===== src/rtl/spi_eng_pkg.sv =====
package spi_eng_pkg;

    // Mode register layout: [4] select enable, [3] msb first,
    // [2] edge select, [1] idle low, [0] master
    typedef struct packed {
        logic sel_use;
        logic msb_first;
        logic edge_sel;
        logic idle_low;
        logic master;
    } mode_t;

    // Status register layout: [2] incomplete, [1] collision, [0] done
    typedef struct packed {
        logic incomplete;
        logic collision;
        logic done;
    } flags_t;

    typedef enum logic [1:0] {
        REG_DATA = 2'd0,
        REG_MODE = 2'd1,
        REG_STAT = 2'd2
    } reg_sel_e;

    localparam int MODE_W = $bits(mode_t);
    localparam int FLAG_W = $bits(flags_t);

    // Capture on rising edge: idle high with edge 0, or idle low with edge 1
    function automatic logic capture_on_rise(input mode_t m);
        return m.edge_sel ^ ~m.idle_low;
    endfunction

endpackage


===== src/rtl/spi_eng_mclk.sv =====
module spi_eng_mclk #(
    parameter int DATA_W = 8,
    parameter int HALF   = 2
) (
    input  logic clk,
    input  logic rst,
    input  logic start,
    input  logic idle_low,
    output logic sclk,
    output logic tick_rise,
    output logic tick_fall,
    output logic active
);
    localparam int DW      = (HALF > 1) ? $clog2(HALF) : 1;
    localparam int TOGGLES = 2 * DATA_W;
    localparam int TW      = $clog2(TOGGLES + 1);

    logic [DW-1:0] div_q;
    logic [TW-1:0] tog_q;
    logic          active_q;
    logic          sclk_q;
    logic          tick;

    assign tick      = active_q && (div_q == DW'(HALF - 1));
    assign tick_rise = tick && !sclk_q;
    assign tick_fall = tick && sclk_q;
    assign sclk      = sclk_q;
    assign active    = active_q;

    always_ff @(posedge clk) begin
        if (rst) begin
            div_q    <= '0;
            tog_q    <= '0;
            active_q <= 1'b0;
            sclk_q   <= 1'b1;
        end else if (!active_q) begin
            sclk_q <= ~idle_low;
            div_q  <= '0;
            tog_q  <= '0;
            if (start) active_q <= 1'b1;
        end else begin
            div_q <= tick ? '0 : div_q + 1'b1;
            if (tick) begin
                sclk_q <= ~sclk_q;
                tog_q  <= tog_q + 1'b1;
                if (tog_q == TW'(TOGGLES - 1)) active_q <= 1'b0;
            end
        end
    end

    // two clock edges never fall in adjacent system cycles
    a_r5_edge_spacing: assert property (@(posedge clk) disable iff (rst)
        (HALF > 1) && tick |=> !tick);

    // at rest the clock follows the idle level chosen one cycle earlier
    a_r2_idle_level: assert property (@(posedge clk) disable iff (rst)
        (!active_q && !start) |=> (sclk_q == !$past(idle_low)));

endmodule


===== src/rtl/spi_eng_shift.sv =====
module spi_eng_shift
    import spi_eng_pkg::*;
#(
    parameter int DATA_W = 8
) (
    input  logic              clk,
    input  logic              rst,
    input  mode_t             mode,
    input  logic              rise,
    input  logic              fall,
    input  logic              din,
    input  logic              clr,
    input  logic              load,
    input  logic [DATA_W-1:0] load_data,
    output logic              dout,
    output logic              cnt_nz,
    output logic              done_pulse,
    output logic [DATA_W-1:0] rx_data
);
    localparam int CW = $clog2(DATA_W);

    logic [DATA_W-1:0] tx_q, rx_q, rx_hold, rx_next;
    logic [CW-1:0]     cnt_q;
    logic              cap_rise, cap, launch, last;

    assign cap_rise   = capture_on_rise(mode);
    assign cap        = cap_rise ? rise : fall;
    assign launch     = cap_rise ? fall : rise;
    assign last       = cap && (cnt_q == CW'(DATA_W - 1));
    assign rx_next    = mode.msb_first ? {rx_q[DATA_W-2:0], din}
                                       : {din, rx_q[DATA_W-1:1]};
    assign dout       = mode.msb_first ? tx_q[DATA_W-1] : tx_q[0];
    assign cnt_nz     = (cnt_q != '0);
    assign done_pulse = last && !clr;
    assign rx_data    = rx_hold;

    // Transmit side: shift on launch edges once at least one bit was captured
    always_ff @(posedge clk) begin
        if (rst) begin
            tx_q <= '0;
        end else if (load) begin
            tx_q <= load_data;
        end else if (!clr && launch && cnt_nz) begin
            tx_q <= mode.msb_first ? {tx_q[DATA_W-2:0], 1'b0}
                                   : {1'b0, tx_q[DATA_W-1:1]};
        end
    end

    // Receive side and bit counter
    always_ff @(posedge clk) begin
        if (rst) begin
            rx_q    <= '0;
            rx_hold <= '0;
            cnt_q   <= '0;
        end else if (clr) begin
            cnt_q <= '0;
        end else if (cap) begin
            rx_q  <= rx_next;
            cnt_q <= last ? '0 : cnt_q + 1'b1;
            if (last) rx_hold <= rx_next;
        end
    end

    // the completing capture restarts the count and publishes the byte
    a_r6_wrap_publish: assert property (@(posedge clk) disable iff (rst)
        done_pulse |=> (cnt_q == '0) && (rx_hold == $past(rx_next)));

endmodule


===== src/rtl/spi_eng.sv =====
module spi_eng
    import spi_eng_pkg::*;
#(
    parameter int DATA_W = 8,
    parameter int HALF   = 2,
    parameter int SYNC   = 2
) (
    input  logic              clk,
    input  logic              rst,
    input  logic [1:0]        host_addr,
    input  logic              host_wr,
    input  logic [DATA_W-1:0] host_wdata,
    output logic [DATA_W-1:0] host_rdata,
    input  logic              sclk_in,
    input  logic              sel_n,
    input  logic              sdi,
    output logic              sclk_out,
    output logic              sdo,
    output logic              irq
);
    mode_t  mode_q;
    flags_t flags_q;
    logic   irq_q;

    // Input synchronizers; clock and select rest high out of reset
    logic [SYNC-1:0] sclk_sy, sel_sy, sdi_sy;
    logic            sclk_prev, sel_prev, sclk_s, sel_s, sdi_s;

    assign sclk_s = sclk_sy[SYNC-1];
    assign sel_s  = sel_sy[SYNC-1];
    assign sdi_s  = sdi_sy[SYNC-1];

    always_ff @(posedge clk) begin
        if (rst) begin
            sclk_sy   <= '1;
            sel_sy    <= '1;
            sdi_sy    <= '0;
            sclk_prev <= 1'b1;
            sel_prev  <= 1'b1;
        end else begin
            sclk_sy   <= {sclk_sy[SYNC-2:0], sclk_in};
            sel_sy    <= {sel_sy[SYNC-2:0], sel_n};
            sdi_sy    <= {sdi_sy[SYNC-2:0], sdi};
            sclk_prev <= sclk_s;
            sel_prev  <= sel_s;
        end
    end

    // Host decode
    logic wr_data, wr_mode, wr_stat;
    assign wr_data = host_wr && (host_addr == REG_DATA);
    assign wr_mode = host_wr && (host_addr == REG_MODE);
    assign wr_stat = host_wr && (host_addr == REG_STAT);

    // Edge sources
    logic m_sclk, m_rise, m_fall, m_active;
    logic sel_ok, s_rise, s_fall, clr, desel_evt;
    logic rise, fall, din, cnt_nz, done_pulse, busy, load;
    logic [DATA_W-1:0] rx_data;

    assign sel_ok    = !mode_q.sel_use || !sel_s;
    assign s_rise    = !mode_q.master && sel_ok && sclk_s && !sclk_prev;
    assign s_fall    = !mode_q.master && sel_ok && !sclk_s && sclk_prev;
    assign clr       = !mode_q.master && mode_q.sel_use && sel_s;
    assign desel_evt = !mode_q.master && mode_q.sel_use && sel_s && !sel_prev;

    assign rise = mode_q.master ? m_rise : s_rise;
    assign fall = mode_q.master ? m_fall : s_fall;
    assign din  = mode_q.master ? sdi : sdi_s;
    assign busy = m_active || cnt_nz;
    assign load = wr_data && !busy;

    spi_eng_mclk #(.DATA_W(DATA_W), .HALF(HALF)) u_mclk (
        .clk       (clk),
        .rst       (rst),
        .start     (load && mode_q.master),
        .idle_low  (mode_q.idle_low),
        .sclk      (m_sclk),
        .tick_rise (m_rise),
        .tick_fall (m_fall),
        .active    (m_active)
    );

    spi_eng_shift #(.DATA_W(DATA_W)) u_shift (
        .clk        (clk),
        .rst        (rst),
        .mode       (mode_q),
        .rise       (rise),
        .fall       (fall),
        .din        (din),
        .clr        (clr),
        .load       (load),
        .load_data  (host_wdata),
        .dout       (sdo),
        .cnt_nz     (cnt_nz),
        .done_pulse (done_pulse),
        .rx_data    (rx_data)
    );

    assign sclk_out = m_sclk;
    assign irq      = irq_q;

    // Registers and flags: a set event wins over a clear in the same cycle
    always_ff @(posedge clk) begin
        if (rst) begin
            mode_q  <= '0;
            flags_q <= '0;
            irq_q   <= 1'b0;
        end else begin
            irq_q <= done_pulse || desel_evt;
            if (wr_mode) mode_q <= mode_t'(host_wdata[MODE_W-1:0]);
            if (wr_stat) begin
                if (!host_wdata[0]) flags_q.done       <= 1'b0;
                if (!host_wdata[1]) flags_q.collision  <= 1'b0;
                if (!host_wdata[2]) flags_q.incomplete <= 1'b0;
            end
            if (done_pulse)          flags_q.done       <= 1'b1;
            if (wr_data && busy)     flags_q.collision  <= 1'b1;
            if (desel_evt && cnt_nz) flags_q.incomplete <= 1'b1;
        end
    end

    always_comb begin
        case (host_addr)
            REG_DATA: host_rdata = rx_data;
            REG_MODE: host_rdata = {{(DATA_W-MODE_W){1'b0}}, mode_q};
            REG_STAT: host_rdata = {{(DATA_W-FLAG_W){1'b0}}, flags_q};
            default:  host_rdata = '0;
        endcase
    end

    // a refused data write latches the collision flag
    a_r7_collision_set: assert property (@(posedge clk) disable iff (rst)
        (wr_data && busy) |=> flags_q.collision);

    // an early release latches incomplete and pulses the interrupt
    a_r8_incomplete_set: assert property (@(posedge clk) disable iff (rst)
        (desel_evt && cnt_nz) |=> (flags_q.incomplete && irq));

    // a deselected slave holds its bit count at zero
    a_r10_deselected_idle: assert property (@(posedge clk) disable iff (rst)
        clr |=> !cnt_nz);

    // collision survives any cycle without a zero written to its bit
    a_r12_collision_sticky: assert property (@(posedge clk) disable iff (rst)
        (flags_q.collision && !(wr_stat && !host_wdata[1])) |=> flags_q.collision);

endmodule


===== config.mk =====
export PLATFORM = sky130hd
export DESIGN_NAME = spi_eng
export DESIGN_NICKNAME = d
export VERILOG_FILES = /design/src/rtl/spi_eng_pkg.sv /design/src/rtl/spi_eng_mclk.sv /design/src/rtl/spi_eng_shift.sv /design/src/rtl/spi_eng.sv
export SDC_FILE = /design/constraint.sdc
export NUM_CORES = 1
export LEC_CHECK = 0
export BUFFER_PORTS_ARGS = -buffer_cell sky130_fd_sc_hd__buf_2
export CORE_ASPECT_RATIO = 1.2
export CORE_MARGIN = 2
export CORE_UTILIZATION = 30
export CTS_CLUSTER_DIAMETER = 150
export CTS_CLUSTER_SIZE = 14
export DETAILED_ROUTE_END_ITERATION = 8
export PLACE_DENSITY = 0.46
export SYNTH_ARGS = -nofsm -noshare
export SYNTH_HDL_FRONTEND = slang
export SYNTH_SLANG_ARGS = --single-unit

===== constraint.sdc =====
create_clock -name clk -period 2.3 [get_ports clk]
set_input_delay 0.23 -clock clk [delete_from_list [all_inputs] [get_ports clk]]
set_output_delay 0.23 -clock clk [all_outputs]
set_load 0.01 [all_outputs]

Yosys cells after proc, flatten, opt, wreduce, memory -nomap -nowiden --
Cells that the tools add are included.
Word-level totals: memory bits (read-only) 0, bits in latches 0, logic and storage cells 111, output and inout port bits 11, RAM bits 0, memories kept 0, register bits after elaboration 52
Operators by class: bitwise gates (word level) 5, reductions and logical operators 48, $mul 0, eq/ne operators 8, add/sub/neg operators 3, magnitude comparators 0, divide/modulo/power cells 0, shift-type cells 0, mux-type cells 25
Operator list (number):
- $mux W8 | 4
- $pmux W8 S3 | 1
- $logic_and A1 B1 Y1 | 22
- $mux W1 | 18
- $logic_not A1 Y1 | 9
- $reduce_and A2 Y1 | 4
- $reduce_bool A2 Y1 | 4
- $mux W3 | 2
- $ne A2 B1 Y1 const B | 3
- $add A5 B1 Y5 const B | 1
- $eq A5 B4 Y1 const B | 1
- $not A1 Y1 | 4
- $reduce_or A2 Y1 | 2
- $add A3 B1 Y3 const B | 1
- $eq A3 B3 Y1 const B | 1
- $logic_or A1 B1 Y1 | 3
- $reduce_and A3 Y1 | 1
- $reduce_bool A3 Y1 | 1
- $reduce_or A3 Y1 | 1
- $eq A2 B1 Y1 const B | 1
- $eq A2 B2 Y1 const B | 1
- $logic_not A2 Y1 | 1
- $ne A2 B2 Y1 const B | 1
- $add A1 B1 Y1 const B | 1
- $xor A1 B1 Y1 | 1

Longest topological paths before layout --
word-level depth 11, mapped depth 7, mapped depth without buffers 6

Hierarchy --
A second synthesis with hierarchy kept.
Unflattened totals: cell total of the unflattened synthesis 281, area total of the unflattened synthesis 2642.5 µm²
Modules (own cells, without submodules):
- spi_eng_shift | area each 1432.6 µm², cells each 157, seq. area each 540.5 µm², times used 1
- spi_eng | area each 858.3 µm², cells each 88, seq. area each 340.3 µm², times used 1
- spi_eng_mclk | area each 351.6 µm², cells each 36, seq. area each 160.2 µm², times used 1

Worst setup path after synthesis --
OpenSTA, ideal clock, no wires.
path kind flip-flop to flip-flop, from register mode_q[1] (netlist bit), to register u_shift.rx_hold[4] (netlist: u_shift.rx_data[4]), required time 2.214 ns, period minus slack after synthesis 1.692 ns, data arrival time 1.607 ns, buffers on the path 2, stages on the path, launching flop included 8, setup slack 0.608 ns, cells stage by stage dfxtp_1 xor2_2 mux2i_1 a22o_1 buf_2 buf_2 a21oi_1 a211oi_1
Between the ends: longest elaborated chain between the ends 5
Ends and longest elaborated chain:
- from (decl) | line spi_eng.sv:21 | mode_t mode_q;
- from (signal assigned) | line spi_eng.sv:111 | if (wr_mode) mode_q <= mode_t'(host_wdata[MODE_W-1:0]);
- $not A1 Y1 * | line spi_eng_pkg.sv:31 | return m.edge_sel ^ ~m.idle_low;
- $xor A1 B1 Y1 * | line spi_eng_pkg.sv:31
- $mux W1 * | line spi_eng_shift.sv:27 | assign cap = cap_rise ? rise : fall;
- $logic_and A1 B1 Y1 | line spi_eng_shift.sv:29 | assign last = cap && (cnt_q == CW'(DATA_W - 1));
- $reduce_and A3 Y1 (no line) *
- to (signal assigned) | line spi_eng_shift.sv:60 | if (last) rx_hold <= rx_next;
- to (decl) | line spi_eng_shift.sv:22 | logic [DATA_W-1:0] tx_q, rx_q, rx_hold, rx_next;
Every way passes the cells marked *; elsewhere a longest branch is shown, timed or not. A chain may end at the register's enable or synchronous reset.

Final worst setup path --
from register mode_q[3] (netlist bit), to output port sdo
Between the ends: longest elaborated chain between the ends 1
Ends and longest elaborated chain:
- $mux W1 | line spi_eng_shift.sv:32 | assign dout = mode.msb_first ? tx_q[DATA_W-1] : tx_q[0];
- to (decl) | line spi_eng.sv:18 | output logic sdo,
Every way passes these cells.

==> flow_metrics.py <==
metrics = {
    "synthesis": {
        "synth_common_cells": "dfxtp_1 (52), mux2i_1 (27), nor2_1 (22)",
        "netlist_instances": 262,
        "synth.distinct_cells": 41,
        "synth_area_per_cell_um2": 9.18,
        "syn_nets": 283,
        "synthTopCellsByArea": "dfxtp_1 (43%), mux2i_1 (11%), a211oi_1 (4.1%)",
        "netlist_area_mm2": 0.00240,
        "synth_edf_count": 0,
        "synth_warnings": 0,
        "yosys.area.top_type": "dfxtp_1",
        "yosysMostFrequentCell": "dfxtp_1",
        "ys.flop_type": "dfxtp_1",
        "yosys.area.top_type_share_pct": 43.3,
        "ys_ff_latch": 52,
        "synthArstFlopShare_pct": 0,
        "yosysSeqAreaShare_pct": 43.3,
    },
    "drt": {
        "route.detailed.drc": 2,
        "drtPass1Iterations": 6,
        "drtIter0Drc": 81,
        "vias": 1924,
        "viasPerCell": 5.12,
        "routedWlPerCell_um": 15.5,
        "ant_nets": 0,
        "wl_mm": 5.83,
    },
    "worst_hold_path": {
        "min_from": "sel_n",
        "worstHoldPathType": "in -> reg",
        "hold_depth": 2,
        "min_to": "sel_sy[0]",
    },
    "critical_path": {
        "cp-end-kind": "primary output",
        "required_ns": 2.07,
        "crit-reg2reg-launch": "mode_q[1]",
        "cp_max_fo": 19,
        "path_class": "reg -> out",
        "rrSetupSlack_ns": 0.40,
        "arrival_ns": 1.85,
        "critPathLaunchType": "flip-flop",
        "reg2regPathDepth": 6,
        "reg2reg_to": "u_shift.rx_data[7]",
    },
    "final_layout": {
        "finalNetCount": 304,
        "antenna_cells": 0,
        "multiInputGateArea_mm2": 0.00126,
        "ff_latch_area_mm2": 0.00104,
        "area_growth_pct": 13.8,
        "fillers": 805,
        "drive_above_1_share_pct": 19.0,
    },
    "clocking": {
        "ctsResizeCount": 0,
        "clock_latency_ns": 0.31,
        "cts_made_buffers": 5,
        "clock-root-buffer": "clkbuf_8",
        "postCtsSetupBuffers": 0,
        "htreeDepth": 2,
        "clkSlewWorstSetupHoldPaths_ns": 0.11,
        "cts_buffer_depth": 2,
        "cts_num_sinks": 52,
        "cts_tree": "built",
        "hold_buffers": 0,
    },
    "timing": {
        "report.final.slew_viol_count": 0,
        "setup_violations": 0,
        "fin_tns_setup_ns": 0,
        "worst_slack_ns": 0.223,
        "period_share_pct": 90.3,
        "timing.final.crit_period_ns": 2.08,
        "finalHoldViolCount": 0,
        "rsz0062_at_grt": "no",
        "tightestPinTransition_ns": 0.977,
        "fmax_mhz": 482,
        "clock_skew_ns": 0.0160,
        "relSlewSlack_pct": 34.8,
    },
    "floorplanning": {
        "rows": 35,
        "dieHeight_um": 102,
        "initial_core_util_pct": 31.0,
        "coreArea_mm2": 0.00775,
        "die_area_mm2": 0.00875,
        "die_w_um": 85.7,
        "pin_count": 27,
    },
    "place": {
        "place.port_buffers": 26,
        "pre_cts_ws_ns": 0.455,
        "place_congestion": 0.703,
        "hpwl_mm": 4.18,
    },
    "grt": {
        "grt_overflow": 0,
        "antenna_found_initial": 0,
        "first_global_vias": 1849,
        "grt_usage_pct": 14.2,
        "grt_max_degree": 26,
        "grt_first_pass_wirelength_mm": 9.62,
    },
    "flow_run": {
        "maxCapViolCount": 0,
    },
    "run_status": {
        "violations": "design-rule violations",
        "status": "complete, but fails checks",
    },
    "power": {
        "leakagePower_nw": 1.01,
        "p_per_area_mw_per_mm2": 641,
        "peakVddDrop_mv": 0.278,
    },
}
==> cells by family (layout without fill, tap and decap cells) <==
kind of cell	after synthesis	in the layout	synth area share [%]
buffers and inverters	24	46	4.27
adders and majority gates	5	5	2.60
DFF	52	52	43.3
xor gates and xnor gates	6	6	2.50
AOI/OAI and AO/OA	54	54	15.3
and+or+nand+nor	90	90	18.9
muxes	31	31	13.1
==> final cells by class <==
cell class                 instances  area share, %
clock inverter                     2           1.42
clock buffer                       6           3.02
multi-input combinational        186           46.1
inverter                           6          0.823
tap                               92           4.21
timing repair buffer              32           6.40
sequential                        52           38.0
==> state kept, by name, indices dropped and copies added, names as in the netlist, 2 cells and up <==
register,cells
u_shift.rx_data,8
flags_q,3
sdi_sy,2
u_shift.tx_q,8
u_mclk.tog_q,5
u_shift.cnt_q,3
u_shift.rx_q,8
sel_sy,2
sclk_sy,2
mode_q,5
==> critical path, cell delays in order, from the launching register on <==
cell,delay [ns]
dfxtp_1,0.98
mux2_2,0.41
buf_2,0.14
==> how the worst max path moves through the flow <==
stage          slack [ns]  depth (start not counted)      start            endpoint
6_report             0.22                          2  mode_q[3]                 sdo
5_1_grt              0.11                          3  mode_q[3]       host_rdata[3]
4_1_cts              0.20                          2  mode_q[3]                 sdo
3_5_place_dp         0.45                          6  mode_q[1]  u_shift.rx_data[7]
3_3_place_gp         0.52                          5  mode_q[1]     u_shift.tx_q[0]
2_1_floorplan        0.61                          7  mode_q[1]  u_shift.rx_data[4]
==> layer usage <==
metal | global-route usage (%) | share of wire [%] | vias to the layer above
met1 | 18.0 | 47 | 909
met3 | 3.07 | 3.7 | 8
met4 | 5.37 | 1.7 | 0
met5 | 0 | 0 | -
li1 | - | - | 976
met2 | 23.8 | 47 | 31
==> per-stage QoR <==
step	instances	power, mW	cell area (um2)	hold WS (ns)	util [%]
CTS	376	1.78	2740	0.0946	35.3
global placement	368	1.09	2620	0.395	33.7
detailed placement	368	1.09	2620	0.397	33.7
global route	376	1.84	2740	0.103	35.3
finish	376	1.76	2740	0.106	35.3
floorplan	262	1.05	2400	0.334	-
==> power by group <==
part,internal (mW),switching [mW]
sequential,0.920,0.0211
clock,0.357,0.325
combinational,0.0534,0.0785
total,1.33,0.425
==> placed cells by master (no fill, tap or decap), types with 6 or more instances in the layout <==
| master | netlist | final |
|---|---|---|
| a211oi_1 | 13 | 13 |
| nand3_1 | 17 | 17 |
| nor2_1 | 22 | 22 |
| or2_2 | 6 | 6 |
| dfxtp_1 | 52 | 52 |
| o21ai_0 | 7 | 7 |
| buf_2 | 4 | 26 |
| mux2i_1 | 27 | 27 |
| buf_4 | 0 | 6 |
| o2111ai_1 | 6 | 6 |
| clkbuf_8 | 0 | 6 |
| or4_1 | 6 | 6 |
| nand2_1 | 18 | 18 |
| a21oi_1 | 15 | 15 |
(Power assumes the default switching activity.)
